`config.mk`:
```
export PLATFORM = sky130hd
export DESIGN_NAME = irq_ctrl_bank
export DESIGN_NICKNAME = d
export VERILOG_FILES = /design/src/rtl/irq_ctrl_pkg.sv /design/src/rtl/icr_edge_det.sv /design/src/rtl/icr_arbiter.sv /design/src/rtl/irq_ctrl_bank.sv
export SDC_FILE = /design/constraint.sdc
export NUM_CORES = 1
export LEC_CHECK = 0
export CORE_MARGIN = 10
export CORE_UTILIZATION = 55
export CTS_CLUSTER_DIAMETER = 40
export DETAILED_ROUTE_END_ITERATION = 16
export HOLD_SLACK_MARGIN = 0.12
export MAX_ROUTING_LAYER = met4
export PLACE_DENSITY = 0.88
export SLEW_MARGIN = 20
export SYNTH_ARGS = -nofsm -noshare
export SYNTH_HDL_FRONTEND = slang
export SYNTH_SLANG_ARGS = --single-unit
```
`constraint.sdc`:
```
create_clock -name clk -period 20.9 [get_ports clk]
set_input_delay 4.18 -clock clk [delete_from_list [all_inputs] [get_ports clk]]
set_output_delay 4.18 -clock clk [all_outputs]
set_load 0.02 [all_outputs]
```
`src/rtl/irq_ctrl_pkg.sv`:
```
package irq_ctrl_pkg;
  localparam int LVL_W   = 3;
  localparam int BIT_REQ = 3;
  localparam int BIT_POL = 4;
  typedef logic [LVL_W-1:0] lvl_t;
endpackage

```
`src/rtl/icr_edge_det.sv`:
```
module icr_edge_det #(
  parameter bit EXTERNAL    = 1'b1,
  parameter int SYNC_STAGES = 2
) (
  input  logic clk,
  input  logic rst,
  input  logic src_i,
  input  logic pol_i,
  input  logic both_i,
  output logic evt_o
);
  generate
    if (EXTERNAL) begin : g_pin
      logic [SYNC_STAGES-1:0] sync_q;
      logic                   prev_q;
      logic                   rise, fall;
      always_ff @(posedge clk) begin
        if (rst) begin
          sync_q <= '0;
          prev_q <= 1'b0;
        end else begin
          sync_q <= {sync_q[SYNC_STAGES-2:0], src_i};
          prev_q <= sync_q[SYNC_STAGES-1];
        end
      end
      assign rise  = sync_q[SYNC_STAGES-1] & ~prev_q;
      assign fall  = ~sync_q[SYNC_STAGES-1] & prev_q;
      assign evt_o = both_i ? (rise | fall) : (pol_i ? rise : fall);
    end else begin : g_strobe
      logic unused_cfg;
      assign unused_cfg = ^{clk, rst, pol_i, both_i};
      assign evt_o = src_i;
    end
  endgenerate
endmodule

```
`src/rtl/icr_arbiter.sv`:
```
module icr_arbiter
  import irq_ctrl_pkg::*;
#(
  parameter int NUM_SRC = 8,
  parameter int ID_W    = $clog2(NUM_SRC)
) (
  input  logic                     clk,
  input  logic                     rst,
  input  logic [NUM_SRC-1:0]       req_i,
  input  logic [NUM_SRC*LVL_W-1:0] lvl_i,
  input  lvl_t                     ipl_i,
  output logic                     irq_o,
  output logic [ID_W-1:0]          id_o,
  output lvl_t                     lvl_o
);
  lvl_t            best_lvl;
  logic [ID_W-1:0] best_id;

  // Scan from the top index down so that ">=" lets the lower index win a tie.
  always_comb begin
    best_lvl = '0;
    best_id  = '0;
    for (int i = NUM_SRC - 1; i >= 0; i--) begin
      if (req_i[i] && (lvl_i[i*LVL_W +: LVL_W] != '0) &&
          (lvl_i[i*LVL_W +: LVL_W] >= best_lvl)) begin
        best_lvl = lvl_i[i*LVL_W +: LVL_W];
        best_id  = ID_W'(i);
      end
    end
  end

  always_ff @(posedge clk) begin
    if (rst) begin
      irq_o <= 1'b0;
      id_o  <= '0;
      lvl_o <= '0;
    end else begin
      irq_o <= (best_lvl != '0) && (best_lvl > ipl_i);
      id_o  <= best_id;
      lvl_o <= best_lvl;
    end
  end

  p_level_zero_never_r2: assert property (@(posedge clk) disable iff (rst)
    irq_o |-> (lvl_o != '0));
  p_above_ipl_r8: assert property (@(posedge clk) disable iff (rst)
    irq_o |-> (lvl_o > $past(ipl_i)));
endmodule

```
`src/rtl/irq_ctrl_bank.sv`:
```
module irq_ctrl_bank
  import irq_ctrl_pkg::*;
#(
  parameter  int NUM_SRC     = 8,
  parameter  int NUM_EXT     = 4,
  parameter  int SYNC_STAGES = 2,
  localparam int ADDR_W      = $clog2(NUM_SRC + 1),
  localparam int ID_W        = $clog2(NUM_SRC)
) (
  input  logic              clk,
  input  logic              rst,
  input  logic [ADDR_W-1:0] addr_i,
  input  logic              wr_i,
  input  logic [7:0]        wdata_i,
  output logic [7:0]        rdata_o,
  input  logic [NUM_SRC-1:0] src_i,
  input  logic [2:0]        cpu_ipl_i,
  input  logic              ack_i,
  output logic              irq_o,
  output logic [ID_W-1:0]   irq_id_o,
  output logic [2:0]        irq_lvl_o
);
  logic [NUM_SRC*LVL_W-1:0] lvl_q;
  logic [NUM_SRC-1:0]       req_q;
  logic [NUM_SRC-1:0]       evt;
  logic [NUM_EXT-1:0]       pol_q;
  logic [NUM_EXT-1:0]       both_q;
  logic [7:0]               rd_word [NUM_SRC+1];

  // Both-edge mode byte
  always_ff @(posedge clk) begin
    if (rst) both_q <= '0;
    else if (wr_i && addr_i == ADDR_W'(NUM_SRC)) both_q <= wdata_i[NUM_EXT-1:0];
  end
  assign rd_word[NUM_SRC] = {{(8-NUM_EXT){1'b0}}, both_q};

  generate
    for (genvar g = 0; g < NUM_SRC; g++) begin : g_src
      logic sel;
      assign sel = wr_i && (addr_i == ADDR_W'(g));

      always_ff @(posedge clk) begin
        if (rst) lvl_q[g*LVL_W +: LVL_W] <= '0;
        else if (sel) lvl_q[g*LVL_W +: LVL_W] <= wdata_i[LVL_W-1:0];
      end

      // Set by an edge beats any clear; software can only clear.
      always_ff @(posedge clk) begin
        if (rst)                                            req_q[g] <= 1'b0;
        else if (evt[g])                                    req_q[g] <= 1'b1;
        else if (ack_i && irq_o && irq_id_o == ID_W'(g))    req_q[g] <= 1'b0;
        else if (sel && !wdata_i[BIT_REQ])                  req_q[g] <= 1'b0;
      end

      if (g < NUM_EXT) begin : g_ext
        always_ff @(posedge clk) begin
          if (rst) pol_q[g] <= 1'b0;
          else if (sel) pol_q[g] <= wdata_i[BIT_POL];
        end
        icr_edge_det #(.EXTERNAL(1'b1), .SYNC_STAGES(SYNC_STAGES)) u_det (
          .clk(clk), .rst(rst), .src_i(src_i[g]),
          .pol_i(pol_q[g]), .both_i(both_q[g]), .evt_o(evt[g]));
        assign rd_word[g] = {3'b000, pol_q[g], req_q[g], lvl_q[g*LVL_W +: LVL_W]};
      end else begin : g_int
        icr_edge_det #(.EXTERNAL(1'b0), .SYNC_STAGES(SYNC_STAGES)) u_det (
          .clk(clk), .rst(rst), .src_i(src_i[g]),
          .pol_i(1'b0), .both_i(1'b0), .evt_o(evt[g]));
        assign rd_word[g] = {4'b0000, req_q[g], lvl_q[g*LVL_W +: LVL_W]};
      end

      p_edge_wins_r7: assert property (@(posedge clk) disable iff (rst)
        evt[g] |=> req_q[g]);
      p_write_one_keeps_r3: assert property (@(posedge clk) disable iff (rst)
        (sel && wdata_i[BIT_REQ] && !req_q[g] && !evt[g]) |=> !req_q[g]);
      p_ack_clears_r10: assert property (@(posedge clk) disable iff (rst)
        (ack_i && irq_o && irq_id_o == ID_W'(g) && !evt[g]) |=> !req_q[g]);
    end
  endgenerate

  always_ff @(posedge clk) begin
    if (rst) rdata_o <= '0;
    else if (int'(addr_i) <= NUM_SRC) rdata_o <= rd_word[addr_i];
    else rdata_o <= '0;
  end

  icr_arbiter #(.NUM_SRC(NUM_SRC), .ID_W(ID_W)) u_arb (
    .clk(clk), .rst(rst), .req_i(req_q), .lvl_i(lvl_q), .ipl_i(cpu_ipl_i),
    .irq_o(irq_o), .id_o(irq_id_o), .lvl_o(irq_lvl_o));
endmodule

```
==> impl_metrics.csv, run 1 <==
group,metric,value,unit
outcome,status,"finished, final reports clean",
critical_path,cp.arrival,11.66,ns
synth,synthArstFlopShare,0,%
pwr,p_seq_share,49.5,%
routing,drt-total-wl,10650,um
floorplan,coreArea,6907,um2
timing,min_period_over_period,54.32,%
pwr,power.total,0.2594,mW
critical_path,crit_fanout,7,
routing,drc_errors,0,
clock_tree,htree_levels,3,
routing,drt_pass1_iterations,5,
clock_tree,cts_setup_buffers,0,
timing,post-route-min-period,11.35,ns
finish,syn2layout_area_growth,14.79,%
finish,finalNetCount,536,
synth,synth_edf_count,0,
grt,antenna_found_initial,0,
timing,tightest_slew,0.9923,ns
synth,syn_area,3975,um2
floorplan,dieWidth,105.0,um
synth,netlist_instances,459,
grt,grtUsageTotal,19.65,%
timing,grt_setup_unrepaired,"false",
place,hpwl,7818,um
critical_path,start_kind,"flip-flop",
finish,final_cell_mix,"70 x nor2_1, 64 x dfxtp_1, 34 x clkdlybuf4s50_1",
grt,grt_max_degree,65,
clock_tree,postCtsHoldBufs,0,
routing,vias,3628,
synth,synthTopCellsByArea,"dfxtp_1 32%, mux2i_1 8.1%, ha_1 6.9%, nor2_1 6.6%, mux4_2 5.1%",
critical_path,crit_path_max_incr_delay,0.45,ns
routing,via_per_inst,6.170,
clock_tree,cts.sinks,64,
pwr,p_clk_share,39.7,%
routing,drt_iter0_markers,323,
synth,yosysSeqAreaShare,32.23,%
critical_path,cp-end-kind,"flip-flop",
finish,n_antenna_cell,0,
timing,fmax,88.08,MHz
finish,final_core_util,66.07,%
critical_path,cp_common_cell,"ha_1",
routing,detail-route-antenna-nets,0,
floorplan,initial_core_util,57.55,%
pwr,combPwrFrac,10.9,%
pwr,power_switching,0.07203,mW
synth,ys.flop_type,"dfxtp_1",
floorplan,std_cell_rows,30,
grt,grt_overflow,0,
synth,synth.avg_cell_area,8.660,um2
pwr,p_leak,1.721,nW
critical_path,path_class,"reg -> reg",
pwr,irDropWorstVdd,0.03908,mV
critical_path,cp_slowest_cell,"dfxtp_1",
timing,final_max_slew_viol_count,0,
grt,grt_pass1_wl,17420,um
critical_path,crit_family,"compound AO/OA/AOI/OAI gates",
routing,wire_per_inst,18.11,um
synth,synth.distinct_cells,65,
place,gp_congestion,0.9912,
clock_tree,numCtsBuffers,9,
timing,setup_tns,0,ns
timing,slew_headroom,33.34,%
grt,grt_pass1_vias,3474,
clock_tree,clk_latency,0.35,ns
synth,ys_warn_count,0,
place,place.port_buffers,35,
floorplan,io_pins,42,
clock_tree,cts_resized,0,
clock_tree,root_buffer,"clkbuf_8",
timing,finalSetupViolCount,0,
synth,synth_top_area_cell,"dfxtp_1",
pwr,internal_power,0.1873,mW
flow_run,maxCapViolCount,0,
critical_path,cp.required,21.20,ns
clock_tree,clk_pin_slew,0.08,ns
clock_tree,cts_tree,"yes",
hold_path,hold_path.class,"reg -> reg",
finish,layout-drive-gt1-share,10.57,%
critical_path,path_buf_inv,0,
floorplan,die_h,105.0,um
pwr,power_switching_share,27.77,%
pwr,power_density,56.84,nW/um2
floorplan,dieArea,11030,um2
timing,skew,0.009038,ns
clock_tree,ctsLongestPathBuffers,2,
timing,finalHoldViolCount,0,
synth,ys_ff_latch,64,
finish,final_common_cell,"nor2_1",
synth,yosysTopAreaCellShare,32.23,%
## final timing paths
path	start	end	slack (ns)	cells past startpoint
setup reg to reg	rd_word[11]	u_arb.irq_o	9.55	50
setup / recovery	rd_word[11]	u_arb.irq_o	9.55	50
hold reg to reg	g_src[0].g_ext.u_det.g_pin.sync_q[0]	g_src[0].g_ext.u_det.g_pin.sync_q[1]	0.44	1
hold / removal	g_src[0].g_ext.u_det.g_pin.sync_q[0]	g_src[0].g_ext.u_det.g_pin.sync_q[1]	0.44	1
## Yosys cell counts (all sizes together), types with 2 or more instances
cell    count
nor2b      14
o31a        2
a211o       4
dfxtp      64
nand2b     10
o21a        2
o21ai      26
clkbuf     17
nand3b      3
a21o        2
and2        7
o221ai      4
mux2        4
o32ai       2
mux4        9
mux2i      32
o211ai      6
ha         22
a31oi       3
nor3b       2
a32o        2
a311o       2
o31ai       3
a311oi      2
o21bai      2
o22ai       3
and3        2
nor2       70
a211oi      7
a21oi      37
nor4        2
nand3      12
buf         4
nand2      26
inv        29
nor3        6
## kinds of logic (layout without fill, tap and decap cells)
family / Yosys count / in the layout / share of synthesized area [%]
fa+ha+maj: 23 / 23 / 7.176
mux: 45 / 45 / 14.48
compound gates: 117 / 117 / 21.94
other cells: 1 / 3 / 0.09434
flops: 64 / 64 / 32.23
buf+inv: 50 / 81 / 5.004
simple gates: 159 / 159 / 19.07
## layout make-up
type | instances | area [um2]
Timing Repair Buffer | 36 | 355.3
Inverter | 29 | 108.9
Multi-Input combinational cell | 347 | 2509
Clock inverter | 5 | 37.54
Fill cell | 584 | 2344
Sequential cell | 64 | 1281
Tap cell | 96 | 120.1
Clock buffer | 11 | 151.4
## through the flow
step | area [um2] | setup slack (ns) | std cells | hold slack (ns)
2_1_floorplan | 3983 | 11.08 | 461 | 0.4138
3_3_place_gp | 4365 | 10.11 | 572 | 0.4159
3_5_place_dp | 4365 | 9.784 | 572 | 0.4295
4_1_cts | 4554 | 9.723 | 588 | 0.4473
5_1_grt | 4563 | 8.740 | 588 | 0.4647
6_report | 4563 | 9.547 | 588 | 0.4425
## worst register-to-register path, delay by kind of cell (launching register included)
| family | cells | cell delay [ns] |
|---|---|---|
| DFF | 1 | 0.45 |
| and+or+nand+nor | 16 | 2.47 |
| adders and majority gates | 9 | 2.66 |
| muxes | 3 | 1.00 |
| AOI/OAI and AO/OA | 22 | 4.75 |
## layer usage
| metal | share of wire, % | up-vias | GRT usage, % |
|---|---|---|---|
| li1 | - | 1694 | - |
| met4 | 2.4 | 0 | 7.647 |
| met5 | 0 | - | - |
| met1 | 44 | 1741 | 24.67 |
| met3 | 6.7 | 27 | 3.931 |
| met2 | 47 | 166 | 30.29 |
## flip-flops by register name, indices dropped and copies added, names as in the netlist
| name | count |
|---|---|
| lvl_q | 24 |
| g_src.g_ext.u_det.g_pin.sync_q | 8 |
| rd_word | 8 |
| rdata_o | 5 |
| both_q | 4 |
| g_src.g_ext.u_det.g_pin.prev_q | 4 |
| pol_q | 4 |
| u_arb.id_o | 3 |
| u_arb.lvl_o | 3 |
| u_arb.irq_o | 1 |
## power by group through the flow
stage                     clock network (mW)  logic (mW)  registers, mW
after floorplan                            0      0.0183          0.130
after global placement                     0      0.0266          0.131
after detailed placement                   0      0.0274          0.131
after CTS                              0.104      0.0277          0.128
after global routing                   0.109      0.0305          0.129
final                                  0.103      0.0282          0.128
No activity file was read; power rests on OpenSTA's default activity.
==> run 2: changes to the inputs <==
--- a/config.mk
+++ b/config.mk
@@ -6,12 +6,12 @@
 export NUM_CORES = 1
 export LEC_CHECK = 0
 export CORE_MARGIN = 10
-export CORE_UTILIZATION = 55
+export CORE_UTILIZATION = 52
 export CTS_CLUSTER_DIAMETER = 40
 export DETAILED_ROUTE_END_ITERATION = 16
 export HOLD_SLACK_MARGIN = 0.12
 export MAX_ROUTING_LAYER = met4
-export PLACE_DENSITY = 0.88
+export PLACE_DENSITY = 0.87
 export SLEW_MARGIN = 20
 export SYNTH_ARGS = -nofsm -noshare
 export SYNTH_HDL_FRONTEND = slang
==> constraint.sdc (replaced) <==
create_clock -name clk -period 9.76 [get_ports clk]
set_input_delay 1.952 -clock clk [delete_from_list [all_inputs] [get_ports clk]]
set_output_delay 1.952 -clock clk [all_outputs]
set_load 0.02 [all_outputs]
==> impl_metrics.csv, run 2 (synthesis results as in run 1) <==
group,metric,value,unit
outcome,status,"finished, final reports clean",
grt,grt_overflow,0,
hold_path,whs_path_depth,2,
clock_tree,cts_tree,"yes",
routing,drc_errors,0,
timing,final_max_slew_viol_count,0,
timing,slew_headroom,36.75,%
place,hpwl,7970,um
pwr,p_leak,2.088,nW
timing,tightest_slew,0.9415,ns
finish,final_common_cell,"nor2_1",
timing,grt_setup_unrepaired,"true",
routing,drt_iter0_markers,412,
timing,setup_tns,0,ns
clock_tree,numCtsBuffers,9,
grt,grt_pass1_vias,3783,
floorplan,dieArea,11540,um2
floorplan,coreArea,7331,um2
critical_path,cp.required,10.05,ns
critical_path,reg2regPathDepth,51,
critical_path,crit_path_max_incr_delay,0.37,ns
critical_path,start_kind,"flip-flop",
finish,syn2layout_area_growth,32.64,%
grt,antenna_found_initial,0,
place,place.port_buffers,35,
finish,largest_reg_flops,24,
hold_path,hold_path.class,"reg -> reg",
clock_tree,ctsLongestPathBuffers,2,
grt,grt_max_degree,65,
clock_tree,cts.sinks,64,
critical_path,cp-end-kind,"flip-flop",
finish,n_antenna_cell,0,
clock_tree,htree_levels,3,
finish,finalNetCount,586,
grt,grtUsageTotal,19.79,%
critical_path,cp_slowest_cell,"dfxtp_4",
pwr,power_density,112.2,nW/um2
timing,skew,0.007231,ns
floorplan,std_cell_rows,31,
routing,via_per_inst,6.086,
finish,final_cell_mix,"69 x nor2_1, 62 x dfxtp_1, 52 x buf_4",
finish,layout-drive-gt1-share,26.38,%
flow_run,maxCapViolCount,0,
critical_path,cp_common_cell,"nand2b_4",
timing,fmax,102.8,MHz
floorplan,initial_core_util,54.22,%
critical_path,crit_fanout,4,
timing,finalHoldViolCount,0,
routing,wire_per_inst,18.46,um
clock_tree,postCtsHoldBufs,0,
pwr,power.total,0.5915,mW
routing,drt-total-wl,11830,um
critical_path,cp.arrival,10.02,ns
place,gp_congestion,0.9126,
timing,finalSetupViolCount,0,
clock_tree,root_buffer,"clkbuf_8",
timing,post-route-min-period,9.728,ns
finish,regMostFlops,"lvl_q",
floorplan,die_h,107.4,um
floorplan,dieWidth,107.4,um
routing,drt_pass1_iterations,5,
timing,min_period_over_period,99.68,%
critical_path,path_class,"reg -> reg",
clock_tree,clk_latency,0.35,ns
routing,vias,3901,
routing,detail-route-antenna-nets,0,
grt,grt_pass1_wl,17980,um
clock_tree,clk_pin_slew,0.07,ns
floorplan,io_pins,42,
pwr,irDropWorstVdd,0.1143,mV
run 2: final cells by class:
class	count	area, um2
clock inverter	5	81.33
multi-input combinational	347	2810
timing repair buffer	86	730.7
clock buffer	11	131.4
sequential	64	1286
fill	488	2058
tap	99	123.9
inverter	29	108.9
run 2: path summary, 6_finish.rpt:
path / slack [ns] / end / from
worst min register to register: 0.45 / g_src[0].g_ext.u_det.g_pin.prev_q / g_src[0].g_ext.u_det.g_pin.sync_q[1]
worst max-delay path: 0.03 / u_arb.irq_o / rd_word[11]
worst max register to register: 0.03 / u_arb.irq_o / rd_word[11]
worst min-delay path: 0.45 / g_src[0].g_ext.u_det.g_pin.prev_q / g_src[0].g_ext.u_det.g_pin.sync_q[1]
run 2: through the flow:
step                worst slack (ns)  util (%)  area (um2)  hold WS, ns  instances
global placement             -0.2075     62.78        4602       0.4161        606
detailed placement           -0.5100     62.78        4602       0.4445        606
finish                       0.03161     71.92        5273       0.4496        641
CTS                         0.003162     67.98        4984       0.4540        635
floorplan                    0.02322         -        3983       0.4138        461
global route                 -0.4219     71.92        5273       0.4724        641
run 2: critical path, delay by kind of cell (launching register included):
kind / cells / cell delay, ns
AND/OR/NAND/NOR: 15 / 1.70
adder cells (fa/ha/maj): 9 / 2.41
AO/OA/AOI/OAI: 23 / 3.95
flip-flops: 1 / 0.37
buffers and inverters: 1 / 0.22
multiplexers: 3 / 1.01
run 2: repair_timing:
item                       CTS  global route
resized for setup           16            41
buffers inserted            13             7
setup endpoints to repair    1             5
pin swaps                   12            31
run 2: report_power, final:
part | leakage (nW) | total, mW | internal, mW | switching [mW]
logic | 1.46 | 0.0698 | 0.0329 | 0.0369
registers | 0.521 | 0.275 | 0.268 | 0.00760
clock network | 0.104 | 0.247 | 0.144 | 0.103
total | 2.09 | 0.591 | 0.444 | 0.147
run 2: metal layers:
layer | global-route usage, % | wire (um)
met5 | - | 0
met2 | 33.38 | 5883
met1 | 22.01 | 4628
met3 | 3.413 | 765
met4 | 10.21 | 553
==> run 3: changes to the inputs <==
--- a/config.mk
+++ b/config.mk
@@ -12,6 +12,7 @@
 export HOLD_SLACK_MARGIN = 0.12
 export MAX_ROUTING_LAYER = met4
 export PLACE_DENSITY = 0.87
+export REMOVE_ABC_BUFFERS = 1
 export SLEW_MARGIN = 20
 export SYNTH_ARGS = -nofsm -noshare
 export SYNTH_HDL_FRONTEND = slang
==> impl_metrics.csv, run 3 (synthesis results as in run 1) <==
group,metric,value,unit
pwr,irDropWorstVdd,0.1126,mV
finish,final_common_cell,"nor2_1",
finish,syn2layout_area_growth,32.61,%
grt,grt_pass1_wl,18190,um
critical_path,start_kind,"flip-flop",
routing,via_per_inst,6.078,
critical_path,rrSetupSlack,0.27,ns
clock_tree,ctsLongestPathBuffers,2,
pwr,power_switching,0.1476,mW
timing,holdWs,0.4388,ns
floorplan,dieArea,11540,um2
pwr,power_switching_share,23.92,%
timing,final_max_slew_viol_count,0,
finish,final_cell_mix,"69 x nor2_1, 62 x dfxtp_1, 47 x buf_4",
critical_path,cp_common_cell,"nand2b_4",
routing,vias,3872,
floorplan,initial_core_util,54.22,%
place,place.port_buffers,35,
timing,slew_headroom,32.64,%
routing,drt_pass1_iterations,6,
critical_path,crit_path_max_incr_delay,0.38,ns
place,dpl_cell_area,4638,um2
routing,wire_per_inst,18.13,um
outcome,status,"finished, final reports clean",
finish,largest_reg_flops,24,
timing,finalSetupViolCount,0,
grt,antenna_found_initial,0,
finish,n_antenna_cell,0,
timing,min_period_over_period,97.20,%
clock_tree,clk_latency,0.35,ns
finish,layout-drive-gt1-share,26.39,%
pwr,power_density,117.1,nW/um2
clock_tree,numCtsBuffers,9,
timing,skew,0.006296,ns
critical_path,cp-end-kind,"flip-flop",
floorplan,io_pins,42,
finish,stdcell_count,637,
pwr,internal_power,0.4695,mW
pwr,p_seq_share,44.6,%
critical_path,cp.required,10.05,ns
finish,fillerInstances,491,
routing,detail-route-antenna-nets,0,
pwr,combPwrFrac,11.4,%
floorplan,std_cell_rows,31,
finish,regMostFlops,"lvl_q",
clock_tree,htree_levels,3,
hold_path,hold_path.class,"reg -> reg",
timing,post-route-min-period,9.487,ns
timing,tightest_slew,1.003,ns
grt,grtUsageTotal,19.75,%
finish,finalNetCount,582,
clock_tree,cts_tree,"yes",
place,gp_congestion,0.9179,
routing,drt-total-wl,11550,um
place,dpl.cell_count,610,
critical_path,cp_slowest_cell,"dfxtp_4",
floorplan,die_h,107.4,um
critical_path,path_class,"reg -> reg",
clock_tree,postCtsHoldBufs,0,
pwr,p_clk_share,44.0,%
pwr,p_leak,2.085,nW
grt,grt_overflow,0,
critical_path,crit_fanout,5,
clock_tree,root_buffer,"clkbuf_8",
routing,drc_errors,0,
grt,grt_pass1_vias,3828,
clock_tree,cts.sinks,64,
timing,fmax,105.4,MHz
grt,grt_max_degree,65,
place,hpwl,8056,um
routing,drt_iter0_markers,401,
timing,finalHoldViolCount,0,
flow_run,maxCapViolCount,0,
floorplan,dieWidth,107.4,um
clock_tree,clk_pin_slew,0.07,ns
floorplan,coreArea,7331,um2
critical_path,cp.arrival,9.78,ns
finish,final_area,5271,um2
==> run 3: layout make-up <==
cell class	count	area, um2	area share (%)
multi-input combinational	347	2819	53.48
sequential	64	1286	24.40
timing repair buffer	82	698.2	13.24
clock buffer	10	127.6	2.421
tap	99	123.9	2.350
inverter	29	108.9	2.065
clock inverter	6	107.6	2.041
==> run 3: metrics by stage <==
| stage | power (mW) | util, % | setup TNS [ns] | worst slack (ns) |
|---|---|---|---|---|
| floorplan | 0.3089 | - | -0.06068 | -0.06068 |
| global placement | 0.3397 | 63.18 | -0.1968 | -0.1968 |
| detailed placement | 0.3429 | 63.27 | -0.5604 | -0.5604 |
| CTS | 0.6128 | 67.61 | 0 | 0.006135 |
| global route | 0.6355 | 71.91 | -0.05894 | -0.05894 |
| finish | 0.6172 | 71.91 | 0 | 0.2732 |
==> run 3: path summary, 6_finish.rpt <==
kind,start,to,cells after the start
min reg2reg,g_src[2].g_ext.u_det.g_pin.sync_q[0],g_src[2].g_ext.u_det.g_pin.sync_q[1],1
max,rd_word[11],u_arb.irq_o,53
min,g_src[2].g_ext.u_det.g_pin.sync_q[0],g_src[2].g_ext.u_det.g_pin.sync_q[1],1
max reg2reg,rd_word[11],u_arb.irq_o,53
==> run 3: per-layer routing <==
layer | wire length [um] | share of wire, % | global-route usage (%)
met2 | 5903 | 51 | 34.16
met3 | 1032 | 8.9 | 5.509
met4 | 282 | 2.4 | 5.821
met5 | 0 | 0 | -
met1 | 4329 | 37 | 21.65
==> run 3: power groups by stage <==
stage               sequential [mW]  combinational, mW  clock (mW)
floorplan                     0.279             0.0300           0
global placement              0.280             0.0601           0
detailed placement            0.280             0.0627           0
CTS                           0.274             0.0647       0.274
global route                  0.276             0.0760       0.284
finish                        0.275             0.0704       0.271
==> run 3: timing repair <==
item                                    in CTS  in global routing
gates resized for setup                     15                 45
pin swaps                                   11                 26
endpoints found under the setup margin       1                  2
setup buffers                                5                  6
==> run 3: critical path: cells and delay by family (launching register included) <==
family / cells / cell delay, ns
muxes: 3 / 1.01
adders and majority gates: 9 / 2.25
AOI/OAI and AO/OA: 22 / 3.51
DFF: 1 / 0.38
buffers and inverters: 2 / 0.24
and+or+nand+nor: 17 / 2.04
